<file path="src/rtl/sxc_pkg.sv">
package sxc_pkg;
  localparam int CHAR_W = 8;
  localparam int CNT_W  = $clog2(CHAR_W);

  // control register layout, bit 0 = en
  typedef struct packed {
    logic [CNT_W-1:0] numBits;
    logic             phase;
    logic             clkPol;
    logic             multi;
    logic             master;
    logic             en;
  } ctrlReg_t;

  // strobes from sequencing control to the shift datapath
  typedef struct packed {
    logic load;
    logic shift;
    logic sample;
    logic capture;
  } xferStb_t;

  localparam logic [1:0] ADDR_CTRL = 2'd0;
  localparam logic [1:0] ADDR_STAT = 2'd1;
  localparam logic [1:0] ADDR_DATA = 2'd2;
  localparam logic [1:0] ADDR_DIV  = 2'd3;

  function automatic logic [CNT_W:0] charLen(input logic [CNT_W-1:0] nb);
    return (nb == '0) ? (CNT_W+1)'(CHAR_W) : (CNT_W+1)'(nb);
  endfunction
endpackage

</file>
<file path="src/rtl/sxc_sync.sv">
module sxc_sync #(
  parameter int             STAGES  = 2,
  parameter int             W       = 1,
  parameter logic [W-1:0]   RST_VAL = '0
) (
  input  logic         clk,
  input  logic         rstN,
  input  logic [W-1:0] d,
  output logic [W-1:0] q
);
  logic [W-1:0] chain [STAGES];

  for (genvar i = 0; i < STAGES; i++) begin : g_stage
    if (i == 0) begin : g_first
      always_ff @(posedge clk or negedge rstN)
        if (!rstN) chain[0] <= RST_VAL;
        else       chain[0] <= d;
    end else begin : g_next
      always_ff @(posedge clk or negedge rstN)
        if (!rstN) chain[i] <= RST_VAL;
        else       chain[i] <= chain[i-1];
    end
  end

  assign q = chain[STAGES-1];
endmodule

</file>
<file path="src/rtl/sxc_ctrl.sv">
module sxc_ctrl import sxc_pkg::*; #(
  parameter int DIV_W = 8
) (
  input  logic             clk,
  input  logic             rstN,
  input  ctrlReg_t         ctrl,
  input  logic [DIV_W-1:0] divVal,
  input  logic             startReq,
  input  logic             colFlag,
  input  logic             sckS,
  input  logic             ssS,
  output xferStb_t         stb,
  output logic             sckLvl,
  output logic             busy,
  output logic             colDetect
);
  localparam int HALF_W = CNT_W + 1;

  logic             running;
  logic [DIV_W-1:0] divCnt;
  logic [HALF_W-1:0] halfCnt;
  logic [CNT_W-1:0] bitCnt;
  logic             sckPrev;
  logic [CNT_W:0]   nBits;
  logic [HALF_W-1:0] lastHalf;
  logic [CNT_W-1:0] lastBit;
  logic isMaster, isSlave, tick, start, sel, sckEdge;
  logic lead, trail, sampleEv, shiftEv, slaveIdle;

  always_comb begin
    nBits     = charLen(ctrl.numBits);
    lastHalf  = HALF_W'(2 * int'(nBits) - 1);
    lastBit   = CNT_W'(int'(nBits) - 1);
    isMaster  = ctrl.en & ctrl.master;
    isSlave   = ctrl.en & ~ctrl.master;
    slaveIdle = isSlave & ssS;
    colDetect = isMaster & ctrl.multi & ~ssS;
    tick      = running & (divCnt == divVal) & ~colDetect;
    start     = startReq & isMaster & ~running & ~colFlag & ~colDetect;
    sel       = isSlave & ~ssS;
    sckEdge   = sckS ^ sckPrev;
    if (isMaster) begin
      lead  = tick & ~halfCnt[0];
      trail = tick & halfCnt[0];
    end else begin
      lead  = sel & sckEdge & (sckS != ctrl.clkPol);
      trail = sel & sckEdge & (sckS == ctrl.clkPol);
    end
    sampleEv    = ctrl.phase ? trail : lead;
    shiftEv     = ctrl.phase ? lead : trail;
    stb.sample  = sampleEv;
    stb.capture = sampleEv & (bitCnt == lastBit);
    stb.shift   = shiftEv & (bitCnt != '0);
    stb.load    = (shiftEv & (bitCnt == '0)) | start | slaveIdle;
  end

  // sample counter: position inside the current character
  always_ff @(posedge clk or negedge rstN)
    if (!rstN) begin
      bitCnt  <= '0;
      sckPrev <= 1'b0;
    end else begin
      sckPrev <= sckS;
      if (start || slaveIdle || colDetect || !ctrl.en) bitCnt <= '0;
      else if (sampleEv) bitCnt <= stb.capture ? '0 : bitCnt + 1'b1;
    end

  // master clock generator
  always_ff @(posedge clk or negedge rstN)
    if (!rstN) begin
      running <= 1'b0;
      divCnt  <= '0;
      halfCnt <= '0;
      sckLvl  <= 1'b0;
    end else if (!isMaster || colDetect) begin
      running <= 1'b0;
      sckLvl  <= 1'b0;
    end else if (start) begin
      running <= 1'b1;
      divCnt  <= '0;
      halfCnt <= '0;
      sckLvl  <= 1'b0;
    end else if (tick) begin
      divCnt  <= '0;
      sckLvl  <= ~sckLvl;
      halfCnt <= halfCnt + 1'b1;
      if (halfCnt == lastHalf) running <= 1'b0;
    end else if (running) begin
      divCnt <= divCnt + 1'b1;
    end

  assign busy = running;
endmodule

</file>
<file path="src/rtl/sxc_dpath.sv">
module sxc_dpath import sxc_pkg::*; #(
  parameter int DIV_W = 8
) (
  input  logic              clk,
  input  logic              rstN,
  input  logic [1:0]        regAddr,
  input  logic              regWr,
  input  logic              regRd,
  input  logic [CHAR_W-1:0] regWrData,
  output logic [CHAR_W-1:0] regRdData,
  input  xferStb_t          stb,
  input  logic              bitIn,
  input  logic              busy,
  input  logic              colDetect,
  output ctrlReg_t          ctrl,
  output logic [DIV_W-1:0]  divVal,
  output logic              startReq,
  output logic              serOut,
  output logic              doneF,
  output logic              ovrF,
  output logic              colF
);
  logic [CHAR_W-1:0] txBuf, shiftQ, rxShift, rxData;
  logic [CHAR_W-1:0] loadSrc, aligned, rxNext, mask;
  logic [CNT_W:0]    nBits;
  logic wrData, rdRx, w1c;

  always_comb begin
    nBits   = charLen(ctrl.numBits);
    wrData  = regWr & (regAddr == ADDR_DATA);
    rdRx    = regRd & (regAddr == ADDR_DATA);
    w1c     = regWr & (regAddr == ADDR_STAT);
    loadSrc = wrData ? regWrData : txBuf;
    aligned = loadSrc << (CHAR_W - int'(nBits));
    rxNext  = {rxShift[CHAR_W-2:0], bitIn};
    mask    = {CHAR_W{1'b1}} >> (CHAR_W - int'(nBits));
  end

  assign startReq = wrData;
  assign serOut   = shiftQ[CHAR_W-1];

  always_ff @(posedge clk or negedge rstN)
    if (!rstN) begin
      ctrl   <= '0;
      divVal <= '0;
      txBuf  <= '0;
    end else if (regWr) begin
      case (regAddr)
        ADDR_CTRL: ctrl   <= ctrlReg_t'(regWrData);
        ADDR_DIV:  divVal <= DIV_W'(regWrData);
        ADDR_DATA: txBuf  <= regWrData;
        default: ;
      endcase
    end

  always_ff @(posedge clk or negedge rstN)
    if (!rstN) begin
      shiftQ  <= '0;
      rxShift <= '0;
      rxData  <= '0;
    end else begin
      if (stb.load)       shiftQ <= aligned;
      else if (stb.shift) shiftQ <= shiftQ << 1;
      if (stb.sample)     rxShift <= rxNext;
      if (stb.capture)    rxData  <= rxNext & mask;
    end

  // sticky status flags, set beats clear
  always_ff @(posedge clk or negedge rstN)
    if (!rstN) begin
      doneF <= 1'b0;
      ovrF  <= 1'b0;
      colF  <= 1'b0;
    end else begin
      if (stb.capture)                     doneF <= 1'b1;
      else if (rdRx || (w1c && regWrData[0])) doneF <= 1'b0;
      if (stb.capture && doneF && !rdRx)   ovrF <= 1'b1;
      else if (w1c && regWrData[1])        ovrF <= 1'b0;
      if (colDetect)                       colF <= 1'b1;
      else if (w1c && regWrData[2])        colF <= 1'b0;
    end

  always_comb
    case (regAddr)
      ADDR_CTRL: regRdData = CHAR_W'(ctrl);
      ADDR_STAT: regRdData = CHAR_W'({busy, colF, ovrF, doneF});
      ADDR_DATA: regRdData = rxData;
      default:   regRdData = CHAR_W'(divVal);
    endcase
endmodule

</file>
<file path="src/rtl/serial_xchg.sv">
module serial_xchg import sxc_pkg::*; #(
  parameter int DIV_W       = 8,
  parameter int SYNC_STAGES = 2
) (
  input  logic        clk,
  input  logic        rstN,
  input  logic [1:0]  regAddr,
  input  logic        regWr,
  input  logic        regRd,
  input  logic [7:0]  regWrData,
  output logic [7:0]  regRdData,
  input  logic        sckIn,
  output logic        sckOut,
  output logic        sckOe,
  input  logic        mosiIn,
  output logic        mosiOut,
  output logic        mosiOe,
  input  logic        misoIn,
  output logic        misoOut,
  output logic        misoOe,
  input  logic        ssN
);
  ctrlReg_t         ctrl;
  xferStb_t         stb;
  logic [DIV_W-1:0] divVal;
  logic [2:0]       syncQ;
  logic sckS, ssS, mosiS;
  logic startReq, sckLvl, busy, colDetect, colF, doneF, ovrF, serOut, bitIn, drive;

  sxc_sync #(.STAGES(SYNC_STAGES), .W(3), .RST_VAL(3'b010)) sync_i (
    .clk(clk), .rstN(rstN), .d({sckIn, ssN, mosiIn}), .q(syncQ)
  );
  assign {sckS, ssS, mosiS} = syncQ;

  assign bitIn = ctrl.master ? misoIn : mosiS;

  sxc_ctrl #(.DIV_W(DIV_W)) ctrl_i (
    .clk(clk), .rstN(rstN), .ctrl(ctrl), .divVal(divVal), .startReq(startReq),
    .colFlag(colF), .sckS(sckS), .ssS(ssS), .stb(stb), .sckLvl(sckLvl),
    .busy(busy), .colDetect(colDetect)
  );

  sxc_dpath #(.DIV_W(DIV_W)) dpath_i (
    .clk(clk), .rstN(rstN), .regAddr(regAddr), .regWr(regWr), .regRd(regRd),
    .regWrData(regWrData), .regRdData(regRdData), .stb(stb), .bitIn(bitIn),
    .busy(busy), .colDetect(colDetect), .ctrl(ctrl), .divVal(divVal),
    .startReq(startReq), .serOut(serOut), .doneF(doneF), .ovrF(ovrF), .colF(colF)
  );

  assign drive   = ctrl.en & ctrl.master & ~colF & ~colDetect;
  assign sckOut  = ctrl.clkPol ^ sckLvl;
  assign sckOe   = drive;
  assign mosiOut = serOut;
  assign mosiOe  = drive;
  assign misoOut = serOut;
  assign misoOe  = ctrl.en & ~ctrl.master & ~ssS;
endmodule

</file>
<file path="config.mk">
export PLATFORM = sky130hd
export DESIGN_NAME = serial_xchg
export DESIGN_NICKNAME = d
export VERILOG_FILES = /design/src/rtl/sxc_pkg.sv /design/src/rtl/sxc_sync.sv /design/src/rtl/sxc_ctrl.sv /design/src/rtl/sxc_dpath.sv /design/src/rtl/serial_xchg.sv
export SDC_FILE = /design/constraint.sdc
export NUM_CORES = 1
export LEC_CHECK = 0
export BUFFER_PORTS_ARGS = -buffer_cell sky130_fd_sc_hd__buf_4
export CORE_ASPECT_RATIO = 2
export CORE_MARGIN = 2
export CORE_UTILIZATION = 25
export DETAILED_ROUTE_END_ITERATION = 8
export GPL_TIMING_DRIVEN = 0
export HOLD_SLACK_MARGIN = 0.02
export PLACE_DENSITY = 0.44
export SETUP_SLACK_MARGIN = 0.4
export SYNTH_ARGS = -nofsm -noshare
export SYNTH_HDL_FRONTEND = slang
export SYNTH_SLANG_ARGS = --single-unit
</file>
<file path="constraint.sdc">
create_clock -name clk -period 2.7 [get_ports clk]
set_input_delay 0.54 -clock clk [delete_from_list [all_inputs] [get_ports clk]]
set_output_delay 0.54 -clock clk [all_outputs]
set_load 0.01 [all_outputs]
</file>
Word level (Yosys, flattened, before mapping)
Index checks and enable logic that the tools add are counted.

cells by class
  $add $sub $neg = 6
  equality and inequality tests = 8
  shift-type cells = 2
  muxes and demuxes = 31
  bitwise operators = 38
  reductions and logical operators = 32

operators by type and width
  cell                                               count
  2-to-1 mux 8 bit                                   6
  << shifter 8 x 32 -> 8 bit                         1
  right shift 8 x 32 -> 8 bit, first input constant  1
  AND 1 bit                                          25
  case mux 8 bit (3 select lines)                    1
  2-to-1 mux 1 bit                                   18
  2-to-1 mux 4 bit                                   3
  AND reduction 2 bit                                6
  nonzero test 2 bit                                 6
  nonzero test 3 bit                                 4
  2-to-1 mux 3 bit                                   3
  adder 8 x 1 -> 8 bit, second input constant        1
  AND 8 bit                                          1
  equality test 8 bit                                1
  inverter 1 bit                                     8
  zero test 3 bit                                    2
  logical AND 1 bit                                  5
  logical OR 1 bit                                   5
  subtractor 4 x 4 -> 5 bit, first input constant    1
  adder 4 x 1 -> 4 bit, second input constant        1
  equality test 2 bit, second input constant         2
  equality test 4 bit                                1
  subtractor 4 x 1 -> 4 bit, second input constant   1
  adder 3 x 1 -> 3 bit, second input constant        1
  other kinds (9)                                    13

word-level totals
  flip-flop bits (word level) = 74
  input port bits = 18
  logic and storage cells = 139

Longest topological paths before layout
Gate-level depths: netlist of run 1.

  word-level depth = 12
  mapped depth = 10
  depth with buffers taken out = 8

Hierarchy
From an unflattened synthesis of run 1, not the netlist that was laid out.

second synthesis, totals
  cells, all modules = 378
  area, all modules = 4,015.1 um^2

modules (own cells, without submodules)
  module       instances  cells each  area an instance (um^2)  seq. area each (um^2)
  sxc_dpath    1          214         2,459.9                  1,251.2
  sxc_ctrl     1          149         1,321.3                  450.4
  sxc_sync     1          9           175.2                    152.6
  serial_xchg  1          6           58.8                     0.0

Least setup slack after synthesis of run 1
No wires, ideal clock.

  path kind = reg2reg
  from = register, netlist name dpath_i.ctrl[5]
  to = register dpath_i.rxData[0]
  setup time = 0.125 ns
  data arrival time = 2.367 ns
  required time = 2.575 ns
  slack = 0.209 ns
  cell stages (with the launch flop) = 9
  buffers on the path = 1
  cells stage by stage = dfrtp_1 > clkbuf_1 > inv_1 > ha_1 > xor2_1 > xnor2_1 > nand3_1 > nor3_4 > mux2_2

on the way
  word-level cells in the longest chain between the ends = 5
  elaborated cells on any way between the ends = 8
  those cells by class = add/sub: 2; eq/ne: 1; shift: 1; mux: 1; bitwise: 2; reduce/logical: 1

ends and longest elaborated chain
  element                                                                        RTL line                         text
  zero test 3 bit                                                                sxc_pkg.sv:29                    return (nb == '0) ? (CNT_W+1)'(CHAR_W) : (CNT_W+1)'(nb);
  2-to-1 mux 4 bit *                                                             sxc_pkg.sv:29
  subtractor 4 x 4 -> 5 bit / subtractor 3 x 1 -> 3 bit (equally long branches)  sxc_dpath.sv:36, sxc_ctrl.sv:33
  right shift 8 x 32 -> 8 bit / equality test 3 bit (equally long branches)      sxc_dpath.sv:36, sxc_ctrl.sv:52
  AND 8 bit / AND 1 bit (equally long branches)                                  sxc_dpath.sv:65, sxc_ctrl.sv:52
  end signal, assigned                                                           sxc_dpath.sv:65                  if (stb.capture) rxData <= rxNext & mask;
  end, declared                                                                  sxc_dpath.sv:23                  logic [CHAR_W-1:0] txBuf, shiftQ, rxShift, rxData;

Every way passes the cells marked *; elsewhere a longest branch is shown, timed or not.
A chain may end at the register's enable or synchronous reset.

Worst setup path after layout of run 1
  from = register sync_i.chain (netlist bit sync_i.q[1])
  to = register dpath_i.rxData[0]

on the way
  word-level cells in the longest chain between the ends = 8
  elaborated cells on any way between the ends = 14
  those cells by class = mux: 3; bitwise: 11

ends and longest elaborated chain
  element                              RTL line                        text
  start, declared                      sxc_sync.sv:11                  logic [W-1:0] chain [STAGES];
  start signal, assigned by index      sxc_sync.sv:21                  else chain[i] <= chain[i-1];
  inverter 1 bit *                     sxc_ctrl.sv:37, sxc_ctrl.sv:40
  AND 1 bit                            sxc_ctrl.sv:37                  colDetect = isMaster & ctrl.multi & ~ssS;
  inverter 1 bit                       sxc_ctrl.sv:38                  tick = running & (divCnt == divVal) & ~colDetect;
  AND 1 bit                            sxc_ctrl.sv:38
  AND 1 bit, on equally long branches  sxc_ctrl.sv:43, sxc_ctrl.sv:44
  2-to-1 mux 1 bit                     sxc_ctrl.sv:42                  if (isMaster) begin
  2-to-1 mux 1 bit *                   sxc_ctrl.sv:49                  sampleEv = ctrl.phase ? trail : lead;
  AND 1 bit *                          sxc_ctrl.sv:52                  stb.capture = sampleEv & (bitCnt == lastBit);

Marked as above.

==> results of run 1 <==
==> final cells by class <==
| class | instances | area (µm²) | area share |
|---|---|---|---|
| clock buffer | 10 | 239.0 | 0.04590 |
| multi-input combinational | 271 | 2192 | 0.4211 |
| inverter | 17 | 63.81 | 0.01226 |
| buffer | 20 | 122.6 | 0.02355 |
| timing repair buffer | 47 | 391.6 | 0.07522 |
| sequential | 74 | 1856 | 0.3564 |
| tap | 201 | 251.5 | 0.04831 |
| clock inverter | 6 | 90.09 | 0.01730 |
==> stage by stage <==
step	instance area, µm²	setup WS (ps)	hold slack [ps]
finish	5206	408.6	308.8
global route	5206	316.2	299.5
CTS	5112	335.1	301.8
detailed placement	4559	-81.38	334.7
global placement	4559	-89.36	333.7
floorplan	4090	443.2	244.4
==> power groups by stage <==
| stage | clock (W) | sequential, W | combinational (W) |
|---|---|---|---|
| floorplan | 0 | 0.00149 | 0.000858 |
| global placement | 0 | 0.00158 | 0.00123 |
| detailed placement | 0 | 0.00158 | 0.00124 |
| CTS | 0.00136 | 0.00156 | 0.00136 |
| global route | 0.00141 | 0.00159 | 0.00151 |
| finish | 0.00133 | 0.00156 | 0.00139 |
==> metal layers <==
layer | global-route usage | vias to the layer above | wire length (µm)
met4 | 0.09043 | 0 | 612
li1 | - | 1511 | -
met5 | 0 | - | 0
met1 | 0.1416 | 1629 | 4156
met3 | 0.01927 | 29 | 246
met2 | 0.2937 | 65 | 7228
==> kinds of logic after synthesis <==
kind of cell / after synthesis / synth area share
and+or+nand+nor: 116 / 0.1642
AOI/OAI and AO/OA: 79 / 0.1297
DFF: 74 / 0.4575
muxes: 54 / 0.1559
buffers and inverters: 37 / 0.04044
xor gates and xnor gates: 17 / 0.03674
adders and majority gates: 5 / 0.01544
==> synth_stat cells, drive strengths merged (5+ instances only) <==
cell type	number	area (µm²)
clkbuf	9	33.78
a31oi	5	31.28
nand2b	5	31.28
o21ai	25	125.1
inv	17	63.81
ha	5	62.56
o22ai	5	37.53
a22o	5	43.79
buf	11	66.31
xnor2	13	113.9
nand4	8	56.30
o31ai	6	45.04
nor2	15	58.81
nor3	10	66.32
mux2	33	371.6
and3	7	43.79
dfrtp	72	1802
a21oi	10	50.05
nand2	30	112.6
mux2i	17	170.2
nand3	20	100.1
==> flip-flops by register name (all words and copies together) (netlist names) <==
| signal | count |
|---|---|
| dpath_i.ovrF | 1 |
| ctrl_i.sckPrev | 1 |
| dpath_i.divVal | 8 |
| ctrl_i.halfCnt | 4 |
| dpath_i.doneF | 1 |
| dpath_i.rxData | 8 |
| ctrl_i.sckLvl | 1 |
| ctrl_i.divCnt | 8 |
| dpath_i.shiftQ | 8 |
| ctrl_i.busy | 1 |
| dpath_i.txBuf | 8 |
| dpath_i.rxShift | 7 |
| ctrl_i.bitCnt | 3 |
| sync_i.chain | 3 |
| sync_i.q | 3 |
| dpath_i.colF | 1 |
| dpath_i.ctrl | 8 |
==> repair_timing <==
item,CTS,global route
endpoints found under the setup margin,41,32
pin swaps,7,5
resized for setup,26,18
setup buffers,13,5
endpoints found under the hold margin,0,0
==> how the worst min path moves through the flow <==
| stage | startpoint | to | depth (start not counted) |
|---|---|---|---|
| floorplan | rstN | ctrl_i.bitCnt[0] | 0 |
| global placement | sync_i.chain[3] | sync_i.q[0] | 0 |
| detailed placement | sync_i.chain[3] | sync_i.q[0] | 0 |
| CTS | mosiIn | sync_i.chain[3] | 1 |
| global route | mosiIn | sync_i.chain[3] | 1 |
| finish | mosiIn | sync_i.chain[3] | 1 |
==> flow_summary.yaml, run 1 <==
global_route:
  grt_pass1_vias: 3420
  grt_pass1_wl_um: 19150
  overflow: 0
  antenna_found_initial: 0
  grt_usage: 0.1500
  grt_max_degree: 75
pwr:
  p_seq_frac: 0.365
  p_int_w: 0.002855
  comb_power_share: 0.325
  p_clk_frac: 0.311
  switching_power_w: 0.001424
  p_leak_nw: 2.249
  powerDensity_nw_per_um2: 822.0
  power_w: 0.004280
  switching_share: 0.3328
  vdd_ir_drop_max_mv: 0.3190
sta:
  tns_ps: 0
  relSlewSlack: 0.3345
  clock_skew_ps: 5.433
  fmax_mhz: 436.4
  final_hold_viol_count: 0
  fin_crit_ps: 2291
  rsz0062_at_grt: "true"
  tightest_slew_ps: 998.3
  report.final.setup_viol: 0
  post-route-period-util: 0.8487
  finalMaxSlewViolations: 0
logic_synthesis:
  async_flop_share: 1.000
  yosysWarnings: 0
  synth_area_um2: 4053
  synth_fp_nets: 405
  ys.flop_type: "dfrtp_1"
  synth_edf_count: 0
  syn_inst: 382
  netlist-cell-type-count: 58
  syn_area_per_cell_um2: 10.61
  ys_seq_area_frac: 0.4575
  ys_ff_latch: 74
floorplan:
  floorplan.rows: 65
  core_area_um2: 15860
  dieArea_um2: 17310
  die_h_um: 184.1
  fp.dieW_um: 94.03
  start_util: 0.2555
  ios: 32
worst_setup_path:
  start_kind: "flip-flop"
  ff2ff_path_depth: 8
  path_class: "flip-flop to flip-flop"
  path_cells: "buf_6 > nand4b_1 > nand4_4 > nor4_4 > nor2b_4 > nor3_4 > buf_6 > mux2_4"
  crit_path_start: "sync_i.q[1]"
  crit_end: "dpath_i.rxData[0]"
  critPathTopFamily: "simple AND/OR/NAND/NOR gates"
  worst_path_most_repeated_cell: "buf_6"
  cp_num_buf_inv: 2
  worstSetupPathDepth: 8
  rr_startpoint: "sync_i.q[1]"
  critPathRequiredTime_ps: 2920
  cpPeakStageDelay_ps: 570
  cp_slowest_cell: "dfstp_2"
  worstPathMaxFanout: 4
  worst_r2r_endpoint: "dpath_i.rxData[0]"
  ff2ff_setup_slack_ps: 410
  cp_data_arrival_time_ps: 2510
  crit_path_end_kind: "flip-flop"
flow_run:
  cap_viol_max_count: 0
clock_tree:
  clock_path_buffers: 2
  cts_sinks: 74
  cts-root-buf: "clkbuf_16"
  clk_latency_ps: 340
  htreeDepth: 3
  ctsHoldBuffers: 0
  tritoncts: "done"
  clk_pin_slew_ps: 60
  cts_buffers: 9
route:
  vias: 3234
  vias_per_cell: 5.006
  drt_wl_total_um: 12240
  drtIter0Drc: 158
  ant_nets: 0
  firstDrtPassIters: 4
  wl_per_cell_um: 18.95
  drc: 0
cells_and_area:
  fill_cells: 1654
  final_cells: 646
  final_cell_mix: "dfrtp_1, buf_4, mux2_2, nand2_1, o21ai_0"
  final_common_cell: "dfrtp_1"
  drive_gt1_frac: 0.3303
  diodes: 0
  post-route-util: 0.3283
  nNetsFinal: 463
  area_growth_pct: 28.47
placed_design:
  routabilityCongestion: 0.8431
  port_buffers: 29
  dp_hpwl_um: 9278
  dp_cells: 612
run_status:
  status: "complete, no violations"
min_path:
  hp-class: "input port to flip-flop"
Note: power is estimated with default switching activity, not from simulation.
==> run 2, diff against run 1 <==
clock period = 2.15 ns   (was 2.7 ns; I/O delays follow)
==> flow_summary.yaml, run 2 (synthesized netlist as in run 1, its figures left out) <==
min_path:
  min_path_cells: 1
  hp-class: "input port to flip-flop"
placed_design:
  place_area_um2: 4676
  port_buffers: 29
  routabilityCongestion: 0.8407
  dp_hpwl_um: 9436
  dp_cells: 612
clock_tree:
  clock_path_buffers: 2
  cts_sinks: 74
  tritoncts: "done"
  cts-root-buf: "clkbuf_16"
  htreeDepth: 3
  ctsHoldBuffers: 0
  clk_latency_ps: 330
  clk_pin_slew_ps: 50
  cts_buffers: 9
sta:
  post-route-period-util: 1.055
  layout_setup_ws_ps: -119.3
  report.final.setup_viol: 21
  finalMaxSlewViolations: 0
  tightest_slew_ps: 991.4
  rsz0062_at_grt: "true"
  clock_skew_ps: 7.291
  fmax_mhz: 440.7
  relSlewSlack: 0.3391
  fin_crit_ps: 2269
  final_hold_viol_count: 0
cells_and_area:
  fin_area_um2: 5623
  fill_cells: 1621
  diodes: 0
  drive_gt1_frac: 0.3939
  final_cell_mix: "dfrtp_1, buf_4, nand2_1"
  final_cells: 663
  area_growth_pct: 38.75
  nNetsFinal: 480
  final_common_cell: "dfrtp_1"
route:
  vias: 3265
  highest_layer: "met4"
  ant_nets: 0
  wl_per_cell_um: 18.95
  drt_wl_total_um: 12560
  met3_length_um: 278
  drt-met1-wl_um: 4158
  drc: 0
  drtIter0Drc: 82
  wl_met2_um: 7634
  vias_per_cell: 4.925
  firstDrtPassIters: 4
run_status:
  violations: "setup timing"
  status: "finished, violations left"
global_route:
  grt_max_degree: 75
  antenna_found_initial: 0
  grt_usage: 0.1521
  overflow: 0
  grt_pass1_vias: 3437
  grt_pass1_wl_um: 19300
floorplan:
  fp.dieW_um: 94.03
  dieArea_um2: 17310
  start_util: 0.2555
  floorplan.rows: 65
  core_area_um2: 15860
  die_h_um: 184.1
  ios: 32
pwr:
  switching_power_w: 0.001836
  switching_share: 0.3258
  vdd_ir_drop_max_mv: 0.5136
  p_leak_nw: 2.455
  powerDensity_nw_per_um2: 1002
  p_clk_frac: 0.288
  p_int_w: 0.003799
  p_seq_frac: 0.351
  comb_power_share: 0.361
worst_setup_path:
  path_cells: "nand4b_1 > nand4_4 > buf_6 > nor4_4 > buf_4 > nor2b_4 > nor3_4 > buf_12 > mux2_4"
  path_class: "flip-flop to flip-flop"
  critPathRequiredTime_ps: 2360
  cp_data_arrival_time_ps: 2480
  cp_slowest_cell: "dfstp_2"
  worstPathMaxFanout: 7
  crit_path_end_kind: "flip-flop"
  start_kind: "flip-flop"
  cpPeakStageDelay_ps: 590
  ff2ff_path_depth: 9
flow_run:
  cap_viol_max_count: 0
[run 2: metrics by stage]
step                utilization  setup slack, ps  total power [W]  hold slack [ps]  TNS, ps
floorplan                     -           -23.47         0.003024            134.4   -70.42
global placement         0.2948           -561.8         0.003601            332.2    -6677
detailed placement       0.2948           -565.8         0.003621            344.2    -7025
CTS                      0.3451           -79.87         0.005598            192.7   -642.4
global route             0.3546           -163.8         0.005923            200.4    -2708
finish                   0.3546           -119.3         0.005635            204.1    -1240
[run 2: layout make-up]
class / count / area [µm²] / share of cell area
Multi-Input combinational cell: 271 / 2332 / 0.4148
Sequential cell: 74 / 1859 / 0.3307
Timing Repair Buffer: 64 / 559.3 / 0.09947
Tap cell: 201 / 251.5 / 0.04473
Clock buffer: 11 / 242.7 / 0.04317
Buffer: 20 / 234.0 / 0.04161
Clock inverter: 5 / 77.57 / 0.01380
Inverter: 17 / 66.31 / 0.01179
[run 2: metal layers]
metal,global-route usage,vias up
li1,-,1551
met1,0.1371,1640
met2,0.3106,52
met3,0.01927,22
met4,0.08058,0
met5,0,-
[run 2: path summary, 6_finish.rpt]
check / from / to / slack, ps
max: sync_i.q[1] / dpath_i.rxData[7] / -120
min: ssN / sync_i.chain[4] / 200
max reg2reg: sync_i.q[1] / dpath_i.rxData[7] / -120
min reg2reg: sync_i.chain[5] / sync_i.q[2] / 360
max in group asynchronous: rstN / dpath_i.colF / 1180
min in group asynchronous: rstN / sync_i.chain[5] / 250
[run 2: critical path, delay by kind of cell (launching register included)]
kind                   cells  cell delay (ps)
DFF                        1              590
and+or+nand+nor            5              760
muxes                      1              300
buffers and inverters      3              500
[run 2: power by group through the flow]
stage          combinational, W  sequential, W  clock (W)
6_report                0.00203        0.00198    0.00162
4_1_cts                 0.00195        0.00197    0.00167
5_1_grt                 0.00220        0.00201    0.00171
2_1_floorplan           0.00115        0.00187          0
3_3_place_gp            0.00162        0.00198          0
3_5_place_dp            0.00163        0.00199          0
[run 2: timing repair]
item / in CTS / in global routing
pin swaps: 10 / 9
setup endpoints to repair: 52 / 51
resized for setup: 61 / 19
endpoints found under the hold margin: 0 / 0
cloned: 0 / 0
setup buffers: 27 / 8
